### config.mk
export PLATFORM = sky130hd
export DESIGN_NAME = dst_shift_ctrl
export DESIGN_NICKNAME = d
export VERILOG_FILES = /design/src/rtl/dst_pkg.sv /design/src/rtl/dst_decode.sv /design/src/rtl/dst_shifter.sv /design/src/rtl/dst_qreg.sv /design/src/rtl/dst_shift_ctrl.sv
export SDC_FILE = /design/constraint.sdc
export NUM_CORES = 1
export LEC_CHECK = 0
export ABC_CLOCK_PERIOD_IN_PS = 1190
export BUFFER_PORTS_ARGS = -buffer_cell sky130_fd_sc_hd__buf_4
export CORE_MARGIN = 2
export CORE_UTILIZATION = 35
export CTS_CLUSTER_SIZE = 14
export DETAILED_ROUTE_END_ITERATION = 16
export PLACE_DENSITY = 0.76
export SYNTH_ARGS = -nofsm -noshare
export SYNTH_HDL_FRONTEND = slang
export SYNTH_SLANG_ARGS = --single-unit
### constraint.sdc
create_clock -name clk -period 1.19 [get_ports clk]
set_input_delay 0.0595 -clock clk [delete_from_list [all_inputs] [get_ports clk]]
set_output_delay 0.0595 -clock clk [all_outputs]
set_load 0.02 [all_outputs]
### src/rtl/dst_pkg.sv
package dst_pkg;

  typedef enum logic [2:0] {
    DST_Q_F    = 3'd0,
    DST_NONE   = 3'd1,
    DST_RF_YA  = 3'd2,
    DST_RF_F   = 3'd3,
    DST_DN_RQ  = 3'd4,
    DST_DN_R   = 3'd5,
    DST_UP_RQ  = 3'd6,
    DST_UP_R   = 3'd7
  } dst_code_e;

  typedef struct packed {
    logic rf_we;
    logic q_load;
    logic q_from_shift;
    logic y_from_a;
    logic dn;
    logic up;
  } dst_ctrl_t;

endpackage

### src/rtl/dst_decode.sv
module dst_decode
  import dst_pkg::*;
(
  input  logic [2:0] code,
  output dst_ctrl_t  ctl
);
  always_comb begin
    ctl = '0;
    unique case (dst_code_e'(code))
      DST_Q_F:   ctl.q_load = 1'b1;
      DST_NONE:  ;
      DST_RF_YA: begin ctl.rf_we = 1'b1; ctl.y_from_a = 1'b1; end
      DST_RF_F:  ctl.rf_we = 1'b1;
      DST_DN_RQ: begin ctl.rf_we = 1'b1; ctl.dn = 1'b1; ctl.q_load = 1'b1; ctl.q_from_shift = 1'b1; end
      DST_DN_R:  begin ctl.rf_we = 1'b1; ctl.dn = 1'b1; end
      DST_UP_RQ: begin ctl.rf_we = 1'b1; ctl.up = 1'b1; ctl.q_load = 1'b1; ctl.q_from_shift = 1'b1; end
      DST_UP_R:  begin ctl.rf_we = 1'b1; ctl.up = 1'b1; end
      default:   ctl = '0;
    endcase
  end
endmodule

### src/rtl/dst_shifter.sv
module dst_shifter #(
  parameter int W = 4
) (
  input  logic         dn,
  input  logic         up,
  input  logic [W-1:0] val,
  input  logic         lo_in,
  input  logic         hi_in,
  output logic [W-1:0] shifted,
  output logic         lo_out,
  output logic         lo_oe,
  output logic         hi_out,
  output logic         hi_oe
);
  function automatic logic [W-1:0] toward_lsb(input logic [W-1:0] v, input logic fill);
    return {fill, v[W-1:1]};
  endfunction

  function automatic logic [W-1:0] toward_msb(input logic [W-1:0] v, input logic fill);
    return {v[W-2:0], fill};
  endfunction

  always_comb begin
    if (dn)      shifted = toward_lsb(val, hi_in);
    else if (up) shifted = toward_msb(val, lo_in);
    else         shifted = val;
  end

  assign lo_oe  = dn;
  assign hi_oe  = up;
  assign lo_out = dn & val[0];
  assign hi_out = up & val[W-1];
endmodule

### src/rtl/dst_qreg.sv
module dst_qreg #(
  parameter int W = 4
) (
  input  logic         clk,
  input  logic         rst,
  input  logic         load,
  input  logic [W-1:0] d,
  output logic [W-1:0] q
);
  always_ff @(posedge clk) begin
    if (rst)       q <= '0;
    else if (load) q <= d;
  end
endmodule

### src/rtl/dst_shift_ctrl.sv
module dst_shift_ctrl
  import dst_pkg::*;
#(
  parameter int W = 4
) (
  input  logic         clk,
  input  logic         rst,
  input  logic [2:0]   code,
  input  logic [W-1:0] f,
  input  logic [W-1:0] a_latch,
  input  logic         rf_lo_in,
  input  logic         rf_hi_in,
  input  logic         q_lo_in,
  input  logic         q_hi_in,
  output logic         rf_we,
  output logic [W-1:0] rf_wdata,
  output logic         q_load,
  output logic [W-1:0] q_next,
  output logic [W-1:0] q,
  output logic [W-1:0] y,
  output logic         rf_lo_out,
  output logic         rf_lo_oe,
  output logic         rf_hi_out,
  output logic         rf_hi_oe,
  output logic         q_lo_out,
  output logic         q_lo_oe,
  output logic         q_hi_out,
  output logic         q_hi_oe
);
  localparam int LANES = 2;  // lane 0: register-file path, lane 1: Q path

  dst_ctrl_t ctl;
  logic      shift_dn, shift_up;

  dst_decode u_dec (.code(code), .ctl(ctl));

  assign shift_dn = ctl.dn;
  assign shift_up = ctl.up;

  logic [W-1:0] lane_val [LANES];
  logic [W-1:0] lane_sh  [LANES];
  logic [LANES-1:0] lane_lo_in, lane_hi_in, lane_lo_out, lane_lo_oe, lane_hi_out, lane_hi_oe;

  assign lane_val[0] = f;
  assign lane_val[1] = q;
  assign lane_lo_in  = {q_lo_in, rf_lo_in};
  assign lane_hi_in  = {q_hi_in, rf_hi_in};

  for (genvar g = 0; g < LANES; g++) begin : g_lane
    dst_shifter #(.W(W)) u_sh (
      .dn(shift_dn), .up(shift_up), .val(lane_val[g]),
      .lo_in(lane_lo_in[g]), .hi_in(lane_hi_in[g]),
      .shifted(lane_sh[g]),
      .lo_out(lane_lo_out[g]), .lo_oe(lane_lo_oe[g]),
      .hi_out(lane_hi_out[g]), .hi_oe(lane_hi_oe[g])
    );
  end

  assign rf_we     = ctl.rf_we;
  assign rf_wdata  = lane_sh[0];
  assign q_load    = ctl.q_load;
  assign q_next    = ctl.q_from_shift ? lane_sh[1] : f;
  assign y         = ctl.y_from_a ? a_latch : f;

  assign rf_lo_out = lane_lo_out[0];
  assign rf_lo_oe  = lane_lo_oe[0];
  assign rf_hi_out = lane_hi_out[0];
  assign rf_hi_oe  = lane_hi_oe[0];
  assign q_lo_out  = lane_lo_out[1];
  assign q_lo_oe   = lane_lo_oe[1];
  assign q_hi_out  = lane_hi_out[1];
  assign q_hi_oe   = lane_hi_oe[1];

  dst_qreg #(.W(W)) u_q (.clk(clk), .rst(rst), .load(q_load), .d(q_next), .q(q));
endmodule

# After elaboration in Yosys (flattened, before gate mapping)
# Cells that the tools add are included.
# W data, S select, Z words.
# word_totals
ff_bits	4
wordCells	29
input_bits	17
# op_classes
eq_ne	6
reduce_logical	6
bitwise_logic	4
n_mux	12
# ops
operator	count
$mux W4	6
$eq A3 B3 Y1 const B	4
$eq A3 B2 Y1 const B	2
$mux W1	6
$reduce_or A2 Y1	3
$reduce_or A6 Y1	1
$and A1 B1 Y1	4
$logic_not A3 Y1	1
$reduce_or A3 Y1	1

# Longest topological paths before layout
# depth
depth_word	6
mapped_depth	4
depth_no_buf	3

# Modules after synthesis
# Synthesis repeated with hierarchy kept, for this count alone.
# hier_totals
hier_cells	64
hier_area_um2	516.7
# modules_own_cells
module	area_each_um2	cells_each	n_inst	seq_area_each_um2
dst_shifter	120.1	18	2	0.0
dst_qreg	140.1	13	1	80.1
dst_shift_ctrl	90.1	8	1	0.0
dst_decode	46.3	7	1	0.0

# Least setup slack after synthesis
# OpenSTA, ideal clock, no wires.
# synth_timing
path_kind	register to output
from	register u_q.q[2]
to	output q_next[1]
arrival_ns	0.974
path_slack_ns	0.156
stages_incl_launch_ff	4
required_time_ns	1.131
cell_sequence	dfxtp_1 > nor2b_1 > a211oi_1 > nor2_1
# synth_via
elab_chain_cells	2
# synth_lines
element	line	source
start: declaration	dst_qreg.sv:8	output logic [W-1:0] q
start signal: assignment	dst_qreg.sv:11	if (rst) q <= '0;
start signal: assignment	dst_qreg.sv:12	else if (load) q <= d;
$mux W4	dst_shifter.sv:24	if (dn) shifted = toward_lsb(val, hi_in);
$mux W4	dst_shift_ctrl.sv:62	assign q_next = ctl.q_from_shift ? lane_sh[1] : f;
end: declaration	dst_shift_ctrl.sv:18	output logic [W-1:0] q_next,
# Every way passes these cells.

# Worst setup path in the final report
# layout_timing
from	register u_q.q[1]
to	output q_next[0]
# Same word-level chain as after synthesis.

==> out/metrics.yaml <==
die_h_um: 40.6
powerDensity_nw_per_um2: 789
yosysMostFrequentCell: "nor2_1"
num_io_pins: 43
drive_above_1_share_pct: 60.6
routedWlPerCell_um: 12.8
synthCells: 62
clk_latency_ns: 0.24
port_buffers: 42
via_count: 620
placed_area_um2: 797
netlist-cell-type-count: 20
slew_headroom_pct: 82.3
synthArstFlopShare_pct: 0
r2r-start: "u_q.q[1]$_SDFFE_PP0P_"
yosysSeqAreaShare_pct: 17.1
root_buffer: "clkbuf_4"
core_um2: 1270
cts_tree: "built"
antenna_found_initial: 0
dieArea_um2: 1650
critPathTopFamily: "flip-flops"
cap_violations: 0
area_growth_pct: 86.1
hold_buffers: 0
clkSlewWorstSetupHoldPaths_ns: 0.04
power.total_uw: 687
grt_pass1_wl_mm: 2.13
final_area_um2: 871
ant_nets: 0
grt_max_degree: 14
p_leak_uw: 0.000427
cp_slowest_cell: "dfxtp_2"
ys_seq_elements: 4
outcome: "finished with violations"
first_pass_iters: 4
synth.avg_cell_area_um2: 7.55
vdd_ir_drop_max_mv: 0.598
initial_core_util_pct: 36.9
synth.largest_area_cell: "dfxtp_1"
drt_iter0_drc: 10
rr_worst_depth: 3
r2r-end: "u_q.q[0]$_SDFFE_PP0P_"
h-tree-depth: 1
dp_hpwl_mm: 1.21
worstHoldStart: "rst"
largest_reg_flops: 4
die_w_um: 40.6
grt_use_total_pct: 19.2
finalWirelength_mm: 1.59
cts_made_buffers: 3
synthDominantCellAreaShare_pct: 17.1
vias_per_cell: 5.00
synth_area_leaders: "dfxtp_1 (17%), nor2_1 (10%), mux2_2 (9.6%), mux2i_1 (8.6%), nor2b_1 (8.0%)"
cp_cell_sequence: "nor2b_1 > a211oi_2 > nor2_1 > buf_4"
crit_path_end: "q_next[0]"
rsz0062_at_grt: "true"
synth-edff-count: 0
slowest_delay_ns: 0.32
fin_crit_ns: 1.22
grt_overflow_total: 0
max_freq_ghz: 0.822
crit_path_start: "u_q.q[1]$_SDFFE_PP0P_"
cp.arrival_ns: 1.16
path_class: "register to output port"
rows: 13
cp-start-kind: "register"
syn-cell-area_um2: 468
synth_flop_cell: "dfxtp_1"
grt_pass1_vias: 478
synth_nets: 79
fin_ws_ns: -0.0271
drc: 0
antenna_cells: 0
cp-end-kind: "output port"
nets: 128
r2r_setup_slack_ns: 0.24
cp.depth: 4
worstMarginPinSlew_ns: 0.263
synthTopCellsByCount: "nor2_1 (13), nor2b_1 (6)"
required_ns: 1.13
finalSetupViolations: 3
hold_viol_final: 0
hp-class: "primary input to register"
crit_fanout: 3
worstPathBufferInverterCount: 1
violations: "negative setup slack"
cts_buffer_depth: 2
largestRegisters: "u_q.q (4)"
fin_skew_ns: 0.00205
synth_warnings: 0
period_share_pct: 102
clock_sinks: 4
top_register: "u_q.q"
slew_viol_final: 0
gp_congestion: 0.747
## routing by layer
layer | part of all wire [%] | GRT usage [%] | up-vias | wire length (µm)
met5 | 0 | 0 | - | 0
met3 | 6.4 | 0.556 | 5 | 101
li1 | - | - | 320 | -
met1 | 43 | 25.0 | 270 | 676
met4 | 1.8 | 7.50 | 0 | 29
met2 | 49 | 32.9 | 25 | 779
## power breakdown
part | internal [µW] | switching [µW]
sequential | 145 | 9.55
combinational | 175 | 182
clock | 113 | 62.3
## final cells by class
cell class	count	area, µm²
well taps	15	18.8
repair buffers	49	368
flip-flops and latches	4	86.3
fillers	105	398
clock buffers	3	22.5
multi-input cells	53	375
## through the flow
step / hold slack [ns] / worst slack, ns / TNS (ns) / utilization, % / std cells
2_1_floorplan: 0.156 / 0.156 / 0 / - / 62
3_3_place_gp: 0.284 / 0.0960 / 0 / 62.8 / 118
3_5_place_dp: 0.287 / 0.0532 / 0 / 62.8 / 118
4_1_cts: 0.0389 / -0.0175 / -0.0175 / 65.9 / 121
5_1_grt: 0.0428 / -0.0768 / -0.197 / 68.6 / 124
6_report: 0.0317 / -0.0271 / -0.0289 / 68.6 / 124
## how the worst min path moves through the flow
stage,endpoint,slack [ns],depth (start not counted)
2_1_floorplan,u_q.q[0]$_SDFFE_PP0P_,0.16,1
3_3_place_gp,u_q.q[2]$_SDFFE_PP0P_,0.28,2
3_5_place_dp,u_q.q[1]$_SDFFE_PP0P_,0.29,2
4_1_cts,u_q.q[2]$_SDFFE_PP0P_,0.04,2
5_1_grt,u_q.q[1]$_SDFFE_PP0P_,0.04,2
6_report,u_q.q[1]$_SDFFE_PP0P_,0.03,2
## cells by family (layout without fill, tap and decap cells)
logic type      count (synthesis)  after routing  share of synthesized area (%)
simple gates                   29             29                           34.8
compound gates                 16             16                           22.5
mux                             8              8                           18.2
buf+inv                         5             52                           7.48
flops                           4              4                           17.1
## what timing repair did
action | CTS | global route
setup buffers | 0 | 3
gates resized for setup | 4 | 5
pin swaps | 0 | 2
setup endpoints to repair | 3 | 4
## placed cells by master (no fill, tap or decap)
cell	instances
mux2i_1	4
o32ai_1	4
dfxtp_2	2
or3_4	1
dfxtp_1	1
nor2_1	13
a211oi_1	1
nor2b_1	5
nor2b_4	2
mux2_2	4
a211oi_2	3
or2_2	1
buf_4	49
dfxtp_4	1
o21ai_0	4
and3_1	2
clkbuf_4	3
nand2b_1	1
and2_1	3
a21oi_1	4
and2b_1	1
No activity file was read; power rests on OpenSTA's default activity.
